$ cat src/rtl/alu_parity_pkg.sv
package alu_parity_pkg;
  localparam int DIGIT_W = 4;
  localparam int NINE = 9;
  localparam int DEC_ADJ = 6;

  typedef logic [DIGIT_W-1:0] digit_t;

  typedef struct packed {
    logic capture;
    logic checkTemp;
    logic clear;
  } strobes_t;

  function automatic digit_t ninesOf(input digit_t d);
    return digit_t'(NINE) - d;
  endfunction
endpackage

$ cat src/rtl/alu_parity_ctrl.sv
module alu_parity_ctrl
  import alu_parity_pkg::*;
(
  input  logic     clk,
  input  logic     rstN,
  input  logic     digitValid,
  input  logic     firstDigit,
  input  logic     clearFlags,
  output strobes_t st
);
  logic tempArmed;

  always_ff @(posedge clk) begin
    if (!rstN) tempArmed <= 1'b0;
    else if (digitValid) tempArmed <= 1'b1;
  end

  always_comb begin
    st.capture   = digitValid;
    st.checkTemp = digitValid && !firstDigit && tempArmed;
    st.clear     = clearFlags;
  end
endmodule

$ cat src/rtl/alu_parity_dp.sv
module alu_parity_dp
  import alu_parity_pkg::*;
(
  input  logic     clk,
  input  logic     rstN,
  input  strobes_t st,
  input  digit_t   aDigit,
  input  logic     aPar,
  input  logic     aCompEn,
  input  digit_t   aCmpDigit,
  input  digit_t   bDigit,
  input  logic     bPar,
  input  logic     bCompEn,
  input  logic     carryIn,
  input  logic     decCorrect,
  input  logic     signCtl,
  input  digit_t   resDigit,
  input  logic     carryOut,
  output logic     parOut,
  output logic     parityErr,
  output logic     carryErr
);
  digit_t aC, bC, sumRaw, sumCorr;
  logic [DIGIT_W:0] sumWide;
  logic chkCarry, shadowCarry, tempCarryQ;
  logic bChange, addChange, decChange, predData, parGen;
  logic aPredData, resBad, aBad, parityBad, carryBad;

  // shadow adder: binary add only, no latch, no correction, no sign
  always_comb begin
    aC       = aCompEn ? ninesOf(aDigit) : aDigit;
    bC       = bCompEn ? ninesOf(bDigit) : bDigit;
    sumWide  = {1'b0, aC} + {1'b0, bC} + {{DIGIT_W{1'b0}}, carryIn};
    sumRaw   = sumWide[DIGIT_W-1:0];
    chkCarry = sumWide[DIGIT_W];
    sumCorr  = decCorrect ? sumRaw + digit_t'(DEC_ADJ) : sumRaw;
  end

  // parity change of each stage that modifies the B digit
  always_comb begin
    bChange   = ^(bDigit ^ bC);
    addChange = ^(sumRaw ^ bC);
    decChange = ^(sumRaw ^ sumCorr);
    predData  = ~bPar ^ bChange ^ addChange ^ decChange ^ signCtl;
    parGen    = ~predData;
    resBad    = ~(^{resDigit, parGen});
    aPredData = ~aPar ^ (^(aDigit ^ aC));
    aBad      = (^aCmpDigit) != aPredData;
    parityBad = resBad || aBad;
  end

  always_comb begin
    shadowCarry = chkCarry | decCorrect;
    carryBad    = (carryOut != shadowCarry) ||
                  (st.checkTemp && (carryIn != tempCarryQ));
  end

  always_ff @(posedge clk) begin
    if (!rstN) begin
      parOut     <= 1'b0;
      tempCarryQ <= 1'b0;
      parityErr  <= 1'b0;
      carryErr   <= 1'b0;
    end else begin
      if (st.capture) begin
        parOut     <= parGen;
        tempCarryQ <= shadowCarry;
      end
      parityErr <= (parityErr && !st.clear) || (st.capture && parityBad);
      carryErr  <= (carryErr && !st.clear) || (st.capture && carryBad);
    end
  end
endmodule

$ cat src/rtl/alu_parity_predictor.sv
module alu_parity_predictor
  import alu_parity_pkg::*;
(
  input  logic       clk,
  input  logic       rstN,
  input  logic       digitValid,
  input  logic       firstDigit,
  input  logic       clearFlags,
  input  logic [3:0] aDigit,
  input  logic       aPar,
  input  logic       aCompEn,
  input  logic [3:0] aCmpDigit,
  input  logic [3:0] bDigit,
  input  logic       bPar,
  input  logic       bCompEn,
  input  logic       carryIn,
  input  logic       decCorrect,
  input  logic       signCtl,
  input  logic [3:0] resDigit,
  input  logic       carryOut,
  output logic       parOut,
  output logic       parityErr,
  output logic       carryErr
);
  strobes_t st;

  alu_parity_ctrl u_ctrl (
    .clk(clk), .rstN(rstN), .digitValid(digitValid),
    .firstDigit(firstDigit), .clearFlags(clearFlags), .st(st)
  );

  alu_parity_dp u_dp (
    .clk(clk), .rstN(rstN), .st(st),
    .aDigit(aDigit), .aPar(aPar), .aCompEn(aCompEn), .aCmpDigit(aCmpDigit),
    .bDigit(bDigit), .bPar(bPar), .bCompEn(bCompEn), .carryIn(carryIn),
    .decCorrect(decCorrect), .signCtl(signCtl), .resDigit(resDigit),
    .carryOut(carryOut), .parOut(parOut), .parityErr(parityErr),
    .carryErr(carryErr)
  );
endmodule

$ cat config.mk
export PLATFORM = sky130hd
export DESIGN_NAME = alu_parity_predictor
export DESIGN_NICKNAME = d
export VERILOG_FILES = /design/src/rtl/alu_parity_pkg.sv /design/src/rtl/alu_parity_ctrl.sv /design/src/rtl/alu_parity_dp.sv /design/src/rtl/alu_parity_predictor.sv
export SDC_FILE = /design/constraint.sdc
export NUM_CORES = 1
export LEC_CHECK = 0
export ABC_AREA = 0
export BUFFER_PORTS_ARGS = -buffer_cell sky130_fd_sc_hd__buf_4
export CAP_MARGIN = 25
export CORE_MARGIN = 4
export CORE_UTILIZATION = 48
export DETAILED_ROUTE_END_ITERATION = 10
export PLACE_DENSITY = 0.82
export SLEW_MARGIN = 0
export SYNTH_ARGS = -nofsm -noshare
export SYNTH_HDL_FRONTEND = slang
export SYNTH_SLANG_ARGS = --single-unit
$ cat constraint.sdc
create_clock -name clk -period 4.5 [get_ports clk]
set_input_delay 0.225 -clock clk [delete_from_list [all_inputs] [get_ports clk]]
set_output_delay 0.225 -clock clk [all_outputs]
set_load 0.03 [all_outputs]
==> metrics.md <==
| Metric | Value |
|---|---|
| Root Buffer | clkbuf_4 |
| Die H | 45.6 um |
| CTS tree | done |
| Total Routing Usage GR | 16.8% |
| Status | finished clean |
| Layout cells sized above 1 | 31.0% |
| DR top layer | met4 |
| Layout overhead on the synthesized area | 40.9% |
| Hold Crit Depth | 2 |
| Slew Limit Headroom | 80.6% |
| Peak VDD IR | 0.257 mV |
| Period utilisation layout | 65.6% |
| Post-DRT Antenna Nets | 0 |
| RSZ-0062 raised after global routing | false |
| Synth unique cells | 22 |
| Vias per cell | 4.97 |
| Grt ovf | 0 |
| Row cnt | 13 |
| Fin crit period | 2.95 ns |
| Postcts setup bufs | 0 |
| Tightest Hold Check Type | primary input to register |
| Post-DP Area | 931 um2 |
| Detailed Place HPWL | 1.35 mm |
| Mapped Avg Cell Area | 8.71 um2 |
| Num ports | 32 |
| Sequential share of the synthesized area | 14.7% |
| Worst-case clock buffer depth | 2 |
| Mapped Cells | 78 |
| Worst slew pin tran | 0.289 ns |
| Leakage | 0.463 nW |
| Final Wtd Congestion | 0.721 |
| Hold EP | u_dp.parOut |
| Critical path's slowest cell | fa_1 |
| Final Hold Viols | 0 |
| Initial antenna violation count | 0 |
| Clock sinks | 5 |
| Hold_buf cts | 0 |
| Synth Cell Area | 679 um2 |
| Final nets | 151 |
| Chip width | 45.6 um |
| Initial Util | 51.6% |
| Metal2 WL | 815 um |
| Worst-path clk slew | 0.05 ns |
| Critical Path RT | 4.69 ns |
| Worst Skew | 0.00632 ns |
| CTS H-Tree Depth | 1 |
| TNS Setup | 0 ns |
| WL met3 | 83 um |
| Crit path top cell by count | xnor2_1 |
| Pre-Repair DR Iteration Count | 1 |
| Top FF cell, synth | dfxtp_1 |
| Main area contributors after synthesis | xnor2_1 (28%), dfxtp_1 (15%), ha_1 (11%), xor2_1 (6.4%), fa_1 (5.9%) |
| Pwr Density | 387 mW/mm2 |
| FFs w/ async S/R, synth | 0% |
| Fin area | 957 um2 |
| Number of diodes | 0 |
| Worst endpoint data arrival time | 3.14 ns |
| Synth Register Bits | 5 |
| Core footprint | 0.00132 mm2 |
| Post-Syn Nets | 115 |
| Synth cell count leaders | xnor2_1 (22), ha_1 (6), inv_1 (6), nand2_1 (6), o21ai_0 (6) |
| WP buf/inv | 1 |
| Ys Warns | 0 |
| Critical Path Source Type | primary input |
| EDFF count, synth | 0 |
| DRC | 0 |
| Post-CTS sizing | 0 |
| IO buf count | 31 |
| Reg-to-Reg End | u_dp.carryErr |
| F_max | 0.339 GHz |
| Setup-failing EPs final | 0 |
| Worst skew pair latency | 0.25 ns |
| Power Total | 371 uW |
| Vias | 636 |
| TritonCTS buffer count | 3 |
| Dominant cell by count in the synthesized netlist | xnor2_1 |
| Max Cap Viol | 0 |
| Max stage delay on crit path | 0.59 ns |
| Iteration-0 DRC Markers | 0 |
| CP max FO | 5 |
| Cell class contributing the biggest share of worst-path delay | XOR/XNOR gates |
| Worst reg2reg path depth | 4 |
| R2r setup slk | 3.54 ns |
| Die area | 0.00208 mm2 |
| Yosys top cell area share | 28.4% |
| First-pass GRT wire length | 2.41 mm |
| WL/cell | 11.8 um |
| Crit end category | register |
| Crit path cell chain | buf_4, xnor2_1, fa_1, fa_1, ha_1, xnor2_1, xnor2_1, xnor2_1, xnor3_2, xnor3_1, a21oi_1 |
| Setup Crit Path Kind | primary input to register |
| Reg-to-Reg Start | u_dp.tempCarryQ |
| Largest net degree at the start of global routing | 8 |
| Hold path startpoint | digitValid |
| Routed length on met1 | 575 um |
| Vias in the first global route | 612 |
| Max-slew violations | 0 |
| Synth area leader | xnor2_1 |
| Final WL | 1.51 mm |
-- report_power, final --
part / internal, mW / switching, mW
registers: 0.0546 / 0.00577
clock network: 0.0338 / 0.0221
logic: 0.156 / 0.0981
-- stage by stage --
step,hold slack (ns),util [%],setup WS [ns],cells
floorplan,0.314,-,1.54,78
global placement,0.434,70.7,1.36,124
detailed placement,0.443,70.7,1.27,124
CTS,0.191,72.6,1.54,128
global route,0.195,72.6,1.39,128
finish,0.198,72.6,1.55,128
-- worst max-delay path by stage --
| stage | slack, ns | depth (start not counted) | start | end |
|---|---|---|---|---|
| finish | 1.55 | 11 | aCompEn | u_dp.parityErr |
| detailed placement | 1.27 | 11 | bCompEn | u_dp.parityErr |
| global placement | 1.36 | 11 | bCompEn | u_dp.parityErr |
| CTS | 1.54 | 11 | bCompEn | u_dp.parityErr |
| floorplan | 1.54 | 10 | bDigit[0] | u_dp.parityErr |
| global route | 1.39 | 11 | bCompEn | u_dp.parityErr |
-- cells by family after synthesis --
kind of cell	share of synthesized area, %
AOI/OAI and AO/OA	12.2
DFF	14.7
adders and majority gates	16.9
and+or+nand+nor	11.2
buffers and inverters	3.31
xor gates and xnor gates	41.6
-- worst register-to-register path, stage by stage (launching register included) --
cell      delay, ns
dfxtp_1        0.35
xnor2_1        0.12
nor3b_1        0.06
o21ai_0        0.20
a21boi_0       0.11
-- placed cells by master, fill, tap and decap left out --
cell	synthesis	final
clkbuf_4	0	3
o21ai_0	6	6
nor3_1	1	1
o211a_1	1	1
fa_1	2	2
nand2_1	6	6
inv_1	6	6
xor2_1	5	5
nor3b_1	1	1
o21a_1	1	1
a21boi_0	1	1
ha_1	6	6
and2_1	1	1
nand2b_1	1	1
clkbuf_1	0	1
a21oi_1	4	4
nor2b_1	2	2
a21o_1	1	1
nor2_1	3	3
xnor2_1	22	22
buf_4	0	31
xnor3_2	1	1
xnor3_1	1	1
dfxtp_1	5	5
nand3_1	1	1
-- layer usage --
layer / vias to the layer above / GRT usage, %
li1: 326 / -
met1: 285 / 16.7
met2: 20 / 30.9
met3: 5 / 4.74
met4: 0 / 8.77
met5: - / 0
-- flip-flops by register name, indices dropped and copies added (netlist names) --
signal and cells:
u_ctrl.tempArmed 1, u_dp.carryErr 1, u_dp.parOut 1, u_dp.parityErr 1, u_dp.tempCarryQ 1
-- final cells by class --
cell class | instances | area [um2]
repair buffers | 31 | 233
flip-flops and latches | 5 | 100
inverters | 6 | 22.5
clock buffers | 4 | 26.3
multi-input cells | 67 | 557
fillers | 102 | 360
well taps | 15 | 18.8
Power figures use the tool's default switching activity.
